[config.mk]
export PLATFORM = sky130hd
export DESIGN_NAME = sys_ctl_port
export DESIGN_NICKNAME = d
export VERILOG_FILES = /design/src/rtl/sys_ctl_port_pkg.sv /design/src/rtl/port_decode.sv /design/src/rtl/ctl_reg.sv /design/src/rtl/rst_pulse_gen.sv /design/src/rtl/sys_ctl_port.sv
export SDC_FILE = /design/constraint.sdc
export NUM_CORES = 1
export LEC_CHECK = 0
export ABC_CLOCK_PERIOD_IN_PS = 2000
export BUFFER_PORTS_ARGS = -buffer_cell sky130_fd_sc_hd__buf_2
export CORE_MARGIN = 3
export CORE_UTILIZATION = 45
export CTS_CLUSTER_SIZE = 16
export DETAILED_ROUTE_END_ITERATION = 10
export GPL_TIMING_DRIVEN = 0
export HOLD_SLACK_MARGIN = 0.02
export PLACE_DENSITY = 0.8
export SLEW_MARGIN = 5
export SYNTH_ARGS = -nofsm -noshare
export SYNTH_HDL_FRONTEND = slang
export SYNTH_SLANG_ARGS = --single-unit
export TNS_END_PERCENT = 100
[constraint.sdc]
create_clock -name clk_i -period 2 [get_ports clk_i]
set_clock_uncertainty 0.05 [all_clocks]
set_input_delay 0.1 -clock clk_i [delete_from_list [all_inputs] [get_ports clk_i]]
set_output_delay 0.1 -clock clk_i [all_outputs]
set_load 0.05 [all_outputs]
[src/rtl/sys_ctl_port_pkg.sv]
package sys_ctl_port_pkg;
  localparam int unsigned BYTE_W   = 8;
  localparam int unsigned RST_BIT  = 0;
  localparam int unsigned GATE_BIT = 1;
  typedef logic [BYTE_W-1:0] byte_t;
endpackage

[src/rtl/port_decode.sv]
module port_decode #(
  parameter int unsigned    ADDR_W    = 16,
  parameter logic [ADDR_W-1:0] PORT_ADDR = 'h92
) (
  input  logic [ADDR_W-1:0] addr_i,
  input  logic              wr_i,
  input  logic              rd_i,
  input  logic              dev_rst_i,
  output logic              wr_hit_o,
  output logic              rd_hit_o
);
  logic hit;
  assign hit      = (addr_i == PORT_ADDR);
  // device reset wins over a concurrent write
  assign wr_hit_o = wr_i & hit & ~dev_rst_i;
  assign rd_hit_o = rd_i & hit;
endmodule

[src/rtl/ctl_reg.sv]
module ctl_reg
  import sys_ctl_port_pkg::*;
(
  input  logic  clk_i,
  input  logic  rst_ni,
  input  logic  wr_en_i,
  input  logic  rd_en_i,
  input  logic  dev_rst_i,
  input  byte_t wdata_i,
  output byte_t q_o,
  output byte_t rdata_o,
  output logic  set_edge_o
);
  byte_t q;

  always_ff @(posedge clk_i or negedge rst_ni) begin
    if (!rst_ni) begin
      q <= '0;
    end else if (dev_rst_i) begin
      q[RST_BIT] <= 1'b0;
    end else if (wr_en_i) begin
      q <= wdata_i;
    end
  end

  always_ff @(posedge clk_i or negedge rst_ni) begin
    if (!rst_ni) rdata_o <= '0;
    else         rdata_o <= rd_en_i ? q : '0;
  end

  assign set_edge_o = wr_en_i & wdata_i[RST_BIT] & ~q[RST_BIT];
  assign q_o        = q;
endmodule

[src/rtl/rst_pulse_gen.sv]
module rst_pulse_gen #(
  parameter int unsigned CYCLES = 4
) (
  input  logic clk_i,
  input  logic rst_ni,
  input  logic trig_i,
  output logic pulse_o
);
  localparam int unsigned CNT_W = $clog2(CYCLES + 1);
  localparam logic [CNT_W-1:0] LOAD = CNT_W'(CYCLES);

  logic [CNT_W-1:0] cnt;

  always_ff @(posedge clk_i or negedge rst_ni) begin
    if (!rst_ni)          cnt <= '0;
    else if (trig_i)      cnt <= LOAD;  // restart on a new edge
    else if (cnt != '0)   cnt <= cnt - 1'b1;
  end

  assign pulse_o = (cnt != '0);
endmodule

[src/rtl/sys_ctl_port.sv]
module sys_ctl_port
  import sys_ctl_port_pkg::*;
#(
  parameter int unsigned       ADDR_W           = 16,
  parameter logic [ADDR_W-1:0] PORT_ADDR        = 'h92,
  parameter int unsigned       RST_PULSE_CYCLES = 4
) (
  input  logic              clk_i,
  input  logic              rst_ni,
  input  logic              dev_rst_i,
  input  logic [ADDR_W-1:0] addr_i,
  input  logic              wr_i,
  input  logic              rd_i,
  input  logic [7:0]        wdata_i,
  output logic [7:0]        rdata_o,
  output logic              a20_en_o,
  output logic              sys_rst_req_o
);
  logic  wr_hit, rd_hit, set_edge;
  byte_t q;

  port_decode #(.ADDR_W(ADDR_W), .PORT_ADDR(PORT_ADDR)) i_dec (
    .addr_i, .wr_i, .rd_i, .dev_rst_i,
    .wr_hit_o(wr_hit), .rd_hit_o(rd_hit)
  );

  ctl_reg i_reg (
    .clk_i, .rst_ni,
    .wr_en_i(wr_hit), .rd_en_i(rd_hit), .dev_rst_i,
    .wdata_i, .q_o(q), .rdata_o, .set_edge_o(set_edge)
  );

  rst_pulse_gen #(.CYCLES(RST_PULSE_CYCLES)) i_pulse (
    .clk_i, .rst_ni, .trig_i(set_edge), .pulse_o(sys_rst_req_o)
  );

  assign a20_en_o = q[GATE_BIT];
endmodule

# --- Yosys cells after proc, flatten, opt, wreduce, memory -nomap -nowiden ---
# Cells that the tools add are included.
classes:
  n_addsub: 1
  n_eq_ne: 1
  muxes: 5
  bitwise: 7
  n_reduce_logical: 4
ops:
  columns: ["cell", "count"]
  rows:
  - ["equality test 16 x 8 -> 1 bit, second input constant", 1]
  - ["2-to-1 mux 8 bit", 1]
  - ["2-to-1 mux 3 bit", 2]
  - ["AND 1 bit", 5]
  - ["nonzero test 2 bit", 2]
  - ["nonzero test 3 bit", 1]
  - ["subtractor 3 x 1 -> 3 bit, second input constant", 1]
  - ["2-to-1 mux 1 bit", 2]
  - ["NOT 1 bit", 2]
  - ["AND reduction 2 bit", 1]
word_totals:
  regBits: 19
  word_cells: 22

# --- Logic depth before layout (Yosys ltp) ---
# Gate-level depths: netlist (run 1).
logic_depth:
  depth_word: 6
  ltp_mapped: 6

# --- Modules after synthesis ---
# From an unflattened synthesis (run 1), not the netlist that was laid out.
hier_totals:
  cells_unflattened: 61
  area_unflattened_um2: 855.8
by_module_without_submodules:
  columns: ["module", "n_inst", "cells_each", "area_each_um2"]
  rows:
  - ["ctl_reg", 1, 37, 599.3]
  - ["rst_pulse_gen", 1, 16, 177.7]
  - ["port_decode", 1, 8, 78.8]

# --- Worst setup path after synthesis (run 1) ---
# Ideal clock, no wire load.
synth_timing:
  path_type: "input port to flip-flop"
  start: "input addr_i[14]"
  end: "register i_reg.q[1] (netlist: i_reg.q_o[1])"
  arrival_time_ps: 1262
  required_ps: 1825
  setup_slack_ps: 563
  path_stages: 4
  n_path_buf: 0
  cell_sequence: "nor4b_4 > nand4_2 > nor3_4 > mux2_4"
synth_between:
  elab_chain_len: 4
synth_rtl:
  columns: ["element", "line_no", "source"]
  rows:
  - ["start, declared", "sys_ctl_port.sv:11", "input logic [ADDR_W-1:0] addr_i,"]
  - ["equality test 16 x 8 -> 1 bit", "port_decode.sv:13", "assign hit = (addr_i == PORT_ADDR);"]
  - ["AND 1 bit (2 in a row)", "port_decode.sv:15", "assign wr_hit_o = wr_i & hit & ~dev_rst_i;"]
  - ["AND reduction 2 bit (no line)", null, null]
  - ["end signal, assigned", "ctl_reg.sv:22", "q <= wdata_i;"]
  - ["end, declared", "ctl_reg.sv:14", "byte_t q;"]
# Every way passes these cells.
# A chain may end at the register's enable or synchronous reset.

# --- Worst setup path after layout (run 1) ---
layout_timing:
  start: "register i_pulse.cnt[0]"
  end: "output sys_rst_req_o"
layout_between:
  elab_chain_len: 1
layout_rtl:
  columns: ["element", "line_no", "source"]
  rows:
  - ["start, declared", "rst_pulse_gen.sv:12", "logic [CNT_W-1:0] cnt;"]
  - ["start signal, assigned", "rst_pulse_gen.sv:17", "else if (cnt != '0) cnt <= cnt - 1'b1;"]
  - ["nonzero test 3 bit", "rst_pulse_gen.sv:20", "assign pulse_o = (cnt != '0);"]
  - ["end, declared", "sys_ctl_port.sv:17", "output logic sys_rst_req_o"]
# Every way passes these cells.

==> results of run 1 <==
[per-layer routing]
metal,global-route usage [%],up-vias
met5,0,-
met4,6.73,0
met3,3.56,4
met2,31.5,14
met1,17.3,315
li1,-,315
[worst paths after layout]
| check | from | endpoint | slack (ps) |
|---|---|---|---|
| worst min register to register | i_reg.q_o[5]$_DFFE_PN0P_ | i_reg.rdata_o[5]$_DFF_PN0_ | 450 |
| worst min-delay path | wdata_i[0] | i_reg.q_o[0]$_DFFE_PN0P_ | 90 |
| worst max register to register | i_pulse.cnt[0]$_DFFE_PN0P_ | i_pulse.cnt[1]$_DFFE_PN0P_ | 640 |
| min in group asynchronous | rst_ni | i_reg.q_o[7]$_DFFE_PN0P_ | 240 |
| worst max-delay path | i_pulse.cnt[0]$_DFFE_PN0P_ | sys_rst_req_o | 350 |
| max in group asynchronous | rst_ni | i_pulse.cnt[2]$_DFFE_PN0P_ | 1370 |
[registers in the layout, summed over array words and instances (netlist names)]
name	flops
i_pulse.cnt	3
i_reg.rdata_o	8
i_reg.q_o	8
[stage by stage]
| step | hold slack (ps) | setup WS (ps) | std cells |
|---|---|---|---|
| 5_1_grt | 97.3 | 224 | 139 |
| 4_1_cts | 77.4 | 339 | 139 |
| 3_5_place_dp | -2.05 | 249 | 126 |
| 6_report | 87.1 | 355 | 139 |
| 3_3_place_gp | -5.61 | 308 | 126 |
| 2_1_floorplan | -246 | 563 | 63 |
[critical path, cell delays in order (launching register included)]
cell and delay [ps]:
dfrtp_1 370, inv_1 100, ha_1 170, nor2b_1 280, inv_1 60, buf_2 210
[power by group through the flow]
stage                     registers, mW  clock network (mW)  logic [mW]
after floorplan                   0.437                   0       0.187
after global placement            0.439                   0       0.248
after detailed placement          0.442                   0       0.262
after CTS                         0.434               0.199       0.277
after global routing              0.437               0.220       0.303
final                             0.433               0.190       0.273
[synth_stat cells]
cell	count	area, µm²
nor4b_4	3	71.3
nor2_1	4	15.0
nand4_2	1	12.5
nor2b_1	1	6.26
a21o_1	1	7.51
nor3_4	1	16.3
o21ai_0	1	5.00
ha_1	2	25.0
a21oi_1	4	20.0
dfrtp_1	19	475
inv_1	5	18.8
and2_1	8	50.1
mux2_4	7	105
nor4_4	1	21.3
or3_1	1	6.26
nand4_1	1	6.26
mux2_2	1	11.3
xnor2_1	1	8.76
bufinv_8	1	17.5
[cell type report]
class	count	area share (%)
Inverter	6	2.93
Multi-Input combinational cell	38	31.3
Clock inverter	1	0.404
Clock buffer	3	1.82
Timing Repair Buffer	47	22.6
Tap cell	25	2.53
Sequential cell	19	38.4
[cell usage in the layout, fill, tap and decap left out, types with 2 or more instances in the layout]
cell and n:
ha_1 2, nor4b_4 3, nor2_1 4, and2_1 8, inv_1 5, a21oi_1 4, dfrtp_1 19, dlygate4sd3_1 9
mux2_4 7, clkbuf_4 3, buf_2 38
[cells by family (layout without fill, tap and decap cells)]
kind of cell | Yosys count | in the layout | synth area share (%)
AND/OR/NAND/NOR | 21 | 21 | 22.8
AO/OA/AOI/OAI | 6 | 6 | 3.62
flip-flops | 19 | 19 | 52.9
multiplexers | 8 | 8 | 12.9
buffers and inverters | 6 | 57 | 4.03
XOR/XNOR | 1 | 1 | 0.974
adder cells (fa/ha/maj) | 2 | 2 | 2.78
==> summary.txt, run 1 <==
Run status
  – Status: completed

Worst setup path
  – Worst-path fanout max: 4
  – Worst EP arrival: 1500 ps
  – CP endpoint kind: output pin
  – Crit Path Category: reg2out
  – Critical Path RT: 1850 ps
  – Reg2Reg Depth: 6
  – Critical Path Source Type: flop

Clock tree
  – CTS clk-pin slew, worst paths: 100 ps
  – TritonCTS clock tree: done
  – CTS root buf: clkbuf_4
  – Worst-Skew Late Latency: 290 ps
  – CTS-repair resized insts: 0
  – Setup Buffers After CTS: 0
  – CTS Sinks: 19
  – H-tree levels: 1
  – CTS Hold Bufs: 9
  – CTS Buffer Depth: 2
  – Total CTS buffers: 3

Finish
  – Layout area overhead: 37.7%
  – Layout cell share with drive strength beyond 1: 50.0%
  – Ant. Diodes: 0
  – Fillers: 147
  – Cell area after layout: 1240 µm²
  – Post-layout util: 68.8%
  – Sequential standard cell area: 475 µm²
  – Layout Nets: 146
  – Multi-input logic area: 388 µm²

Route
  – Via count: 648
  – Routed length per instance: 13.8 µm
  – Top routing layer in use: met4
  – Routed length on met1: 704 µm
  – Residual DRC: 0
  – Drt via density: 4.66
  – WL final: 1920 µm
  – Pre-Repair DR Iteration Count: 3
  – Detail Route Antenna Nets: 0
  – DRT iter0 DRCs: 2
  – Met3 wire length: 58 µm
  – Wire length on met2: 1130 µm

Pwr
  – Net Sw Power: 277 µW
  – Power, Total: 897 µW
  – Lkg Pwr: 0.666 nW
  – Comb power frac: 30.5%
  – VDD IR max: 444 µV
  – Clock Power Share: 21.2%
  – PwrDens: 724 nW/µm²
  – Seq pwr share: 48.3%
  – Switching Fraction: 30.9%
  – P_int: 620 µW

Timing
  – Setup tns final: 0 ps
  – RSZ-0062 raised after global routing: false
  – Final Cycle Share: 82.3%
  – Measured slew at the worst slew-check pin: 603 ps
  – FMAX: 608 MHz
  – Max-Slew Margin vs Limit: 59.7%
  – Fin. max-slew vios: 0
  – Final hold violation count: 0
  – Final-report setup violation count: 0
  – Final period demand of the worst path: 1650 ps

Die
  – Die H: 50.7 µm
  – Core area: 1800 µm²
  – Num ports: 39
  – Die Wd: 50.7 µm
  – Core Rows: 15
  – Die area: 2570 µm²
  – Initial Util: 49.9%

Global routing
  – Vias in the first global route: 676
  – First-pass GRT wire length: 3060 µm
  – Pin count of the biggest net entering global routing: 20
  – Initial antenna violation count: 0
  – Gr ovfl total: 0
  – Total GRT Usage: 16.6%

Worst hold path
  – Cells on Worst Hold Path: 4
  – Min-Delay Path Class: in2reg

Yosys
  – Synth Register Bits: 19
  – Synthesis Warnings: 0
  – Post-synth cell types: 19
  – Cells after Synth: 63
  – Avg Cell Area, Syn: 14.3 µm²
  – Seq/Total Area, Yosys: 52.9%
  – Syn Nets: 94
  – Synth Cell Area: 900 µm²

Place
  – Gpl congestion: 0.691
  – DP Wirelength: 1400 µm
  – Port Buffers: 38
  – Placed cell areas: 1120 µm²

Flow run
  – Max-capacitance violation count: 0
No activity file was read; power rests on OpenSTA's default activity.
==> run 2: changes to the inputs <==
--- a/config.mk
+++ b/config.mk
@@ -5,7 +5,8 @@
 export SDC_FILE = /design/constraint.sdc
 export NUM_CORES = 1
 export LEC_CHECK = 0
-export ABC_CLOCK_PERIOD_IN_PS = 2000
+export ABC_AREA = 1
+export ABC_CLOCK_PERIOD_IN_PS = 1600
 export BUFFER_PORTS_ARGS = -buffer_cell sky130_fd_sc_hd__buf_2
 export CORE_MARGIN = 3
 export CORE_UTILIZATION = 45
==> constraint.sdc (replaced) <==
create_clock -name clk_i -period 1.6 [get_ports clk_i]
set_clock_uncertainty 0.05 [all_clocks]
set_input_delay 0.08 -clock clk_i [delete_from_list [all_inputs] [get_ports clk_i]]
set_output_delay 0.08 -clock clk_i [all_outputs]
set_load 0.05 [all_outputs]
==> run 2 against run 1 <==
Clock power is 25% higher. Worst hold slack worse by 44 ps. Total power is 25% higher. Global-route usage is 2.7 points higher. Area after synthesis is 3.6% higher. Final cell count is 37% higher. Utilization is 0.37 points higher. Design area is 2.6% higher. Sequential share of layout area is 0.98 points lower. Critical endpoint unchanged.
==> summary.txt, run 2 <==
Finish
  – Fillers: 171 (+16%)
  – Layout area overhead: 36.4%
  – Layout Nets: 198 (+36%)
  – Layout cell share with drive strength beyond 1: 31.3% (-19 points)
  – Most frequent cells in the layout: buf_2, inv_1, nor2_1
  – Post-layout util: 69.1% (+0.37 points)
  – Most common cell after layout, fill and taps aside: buf_2
  – Ant. Diodes: 0 (unchanged)

Yosys
  – Synthesis Warnings: 0 (unchanged)
  – Synth Register Bits: 19 (unchanged)
  – Seq/Total Area, Yosys: 51.0% (-1.8 points)
  – Most frequent cells after synthesis: inv_1, nor2_1, nand2_1, dfrtp_1, o21ai_2
  – Async SR Flop Fraction: 100% (unchanged)
  – Count leader, synth: inv_1
  – Synth top area cells: dfrtp_1, inv_1, nor2_1
  – Syn Nets: 146 (+55%)
  – Avg Cell Area, Syn: 8.11 µm² (-43%)
  – Yosys top cell area share: 51.0% (-1.8 points)
  – Leading area contributor after synthesis: dfrtp_1
  – EDFF count, synth: 0 (unchanged)
  – Cells after Synth: 115 (+83%)
  – Post-synth cell types: 17 (-2)
  – Synth Cell Area: 932 µm² (+3.6%)
  – Main synth FF type: dfrtp_1

Worst setup path
  – Reg-to-reg endpoint: i_pulse.cnt[0]$_DFFE_PN0P_
  – Critical Path RT: 1470 ps (-380 ps)
  – CP endpoint kind: output pin
  – Worst path bufs/invs: 2 (-1)
  – Worst EP arrival: 1350 ps (-150 ps)
  – Crit Path Category: reg2out
  – Cells along the critical path: inv_1 > ha_1 > nand2_1 > buf_2
  – Worst-path fanout max: 3 (-1)
  – Critical Path Source Type: flop
  – Largest delay contributor family on the critical path: buffers and inverters
  – Slowest stage delay, CP: 350 ps (-20 ps)
  – Reg2Reg Depth: 7 (+1)
  – Slowest-stage cell, CP: dfrtp_1
  – Worst R2R Setup Slack: 370 ps (-270 ps)
  – Worst reg2reg path startpoint: i_pulse.cnt[0]$_DFFE_PN0P_

Clock tree
  – Total CTS buffers: 3 (unchanged)
  – H-tree levels: 1 (unchanged)
  – CTS-repair resized insts: 0 (unchanged)
  – CTS Hold Bufs: 9 (unchanged)
  – CTS clk-pin slew, worst paths: 100 ps (about the same)
  – TritonCTS clock tree: done
  – Worst-Skew Late Latency: 300 ps (about the same)
  – Setup Buffers After CTS: 0 (unchanged)
  – CTS root buf: clkbuf_4
  – CTS Sinks: 19 (unchanged)
  – CTS Buffer Depth: 2 (unchanged)

Global routing
  – Gr ovfl total: 0 (unchanged)
  – Vias in the first global route: 902 (+33%)
  – Pin count of the biggest net entering global routing: 20 (unchanged)
  – Total GRT Usage: 19.2% (+2.7 points)
  – Initial antenna violation count: 0 (unchanged)
  – First-pass GRT wire length: 3730 µm (+22%)

Flow run
  – Max-capacitance violation count: 0 (unchanged)

Die
  – Core Rows: 15 (unchanged)
  – Initial Util: 50.7% (+0.75 points)
  – Die area: 2650 µm² (+3.2%)
  – Core area: 1840 µm² (+2.1%)
  – Die Wd: 51.5 µm (+1.6%)
  – Num ports: 39 (unchanged)
  – Die H: 51.5 µm (+1.6%)

Pwr
  – Comb power frac: 30.9% (+0.4 points)
  – VDD IR max: 528 µV (+19%)
  – Clock Power Share: 21.2% (about the same)
  – P_int: 753 µW (+21%)
  – Net Sw Power: 373 µW (+35%)
  – PwrDens: 885 nW/µm² (+22%)
  – Lkg Pwr: 0.714 nW (+7.2%)
  – Switching Fraction: 33.1% (+2.2 points)
  – Seq pwr share: 47.9% (-0.4 points)

Timing
  – Final Cycle Share: 92.6%
  – Setup tns final: 0 ps (unchanged)
  – Fin. max-slew vios: 0 (unchanged)
  – Final hold violation count: 0 (unchanged)
  – FMAX: 675 MHz
  – Measured slew at the worst slew-check pin: 417 ps (-186 ps)
  – Final period demand of the worst path: 1480 ps
  – RSZ-0062 raised after global routing: false
  – Final-report setup violation count: 0 (unchanged)
  – Max-Slew Margin vs Limit: 72.2% (+13 points)

Route
  – Detail Route Antenna Nets: 0 (unchanged)
  – Via count: 849 (+31%)
  – Pre-Repair DR Iteration Count: 4 (+1)
  – Residual DRC: 0 (unchanged)
  – WL final: 2060 µm (+7.3%)
  – Routed length per instance: 10.8 µm (-22%)
  – Drt via density: 4.45 (-4.7%)
  – DRT iter0 DRCs: 13 (+11)

Worst hold path
  – Cells on Worst Hold Path: 4 (unchanged)
  – HP Start: dev_rst_i
  – Min-Delay Path Class: in2reg
  – Hold endpoint: i_reg.q_o[0]$_DFFE_PN0P_

Place
  – Port Buffers: 38 (unchanged)
  – Gpl congestion: 0.766 (+11%)
  – DP Wirelength: 1590 µm (+14%)

Run status
  – Status: completed
run 2: cell types whose count changed in the layout (fill, tap and decap cells not counted), moves of 3 or more:
cell / delta
inv_1: +23
nor2_1: +22
nand2_1: +20
and2_1: -8
mux2_4: -7
o21ai_2: +7
a21oi_1: -3
nor4b_4: -3
run 2: metal layers:
layer,track usage [%],up-vias,part of all wire (%),wire [µm]
met3,2.29,7,5.0,102
met1,20.3,374,37,755
met5,0,-,0,0
met2,35.6,26,55,1120
met4,12.2,0,3.7,77
li1,-,442,-,-
run 2: area by class of cell:
type | instances | area (µm²) | share of cell area (%)
flip-flops and latches | 19 | 475 | 37.4
well taps | 25 | 31.3 | 2.46
inverters | 28 | 105 | 8.27
repair buffers | 47 | 280 | 22.0
multi-input cells | 67 | 340 | 26.8
plain buffers | 1 | 11.3 | 0.886
clock buffers | 3 | 22.5 | 1.77
clock inverters | 1 | 5.00 | 0.394
run 2: logic make-up after synthesis:
| logic type | share of synthesized area (%) |
|---|---|
| and+or+nand+nor | 23.6 |
| buffers and inverters | 12.5 |
| DFF | 51.0 |
| AOI/OAI and AO/OA | 8.19 |
| adders and majority gates | 2.68 |
| xor gates and xnor gates | 0.940 |
| muxes | 1.07 |
run 2: how the worst max path moves through the flow:
stage                          startpoint                          to  slack (ps)  cells after the start
3_3_place_gp   i_pulse.cnt[0]$_DFFE_PN0P_  i_pulse.cnt[0]$_DFFE_PN0P_         440                      7
2_1_floorplan  i_pulse.cnt[0]$_DFFE_PN0P_  i_pulse.cnt[0]$_DFFE_PN0P_         140                      7
5_1_grt        i_pulse.cnt[0]$_DFFE_PN0P_               sys_rst_req_o          30                      4
4_1_cts        i_pulse.cnt[0]$_DFFE_PN0P_               sys_rst_req_o         100                      4
3_5_place_dp   i_pulse.cnt[0]$_DFFE_PN0P_  i_pulse.cnt[0]$_DFFE_PN0P_         380                      7
6_report       i_pulse.cnt[0]$_DFFE_PN0P_               sys_rst_req_o         120                      4
run 2: worst reg2reg max path: stages (launching register included):
cell,delay (ps)
dfrtp_1,380
inv_1,110
ha_1,180
nand2_1,110
xor2_1,150
inv_1,50
nand2_1,60
inv_1,40
run 2: power groups by stage:
stage	combinational, mW	sequential, mW	clock (mW)
global route	0.402	0.543	0.275
detailed placement	0.333	0.550	0
global placement	0.308	0.545	0
floorplan	0.235	0.543	0
finish	0.348	0.540	0.238
CTS	0.351	0.541	0.246
run 2: stage by stage:
stage	instances	worst slack (ps)	cell area [µm²]	hold WS, ps	total power, mW
6_report	191	118	1270	43.0	1.13
5_1_grt	191	30.3	1270	92.8	1.22
4_1_cts	191	97.5	1270	35.5	1.14
3_5_place_dp	178	379	1150	-10.9	0.883
3_3_place_gp	178	442	1150	-17.4	0.853
2_1_floorplan	115	144	932	-266	0.777
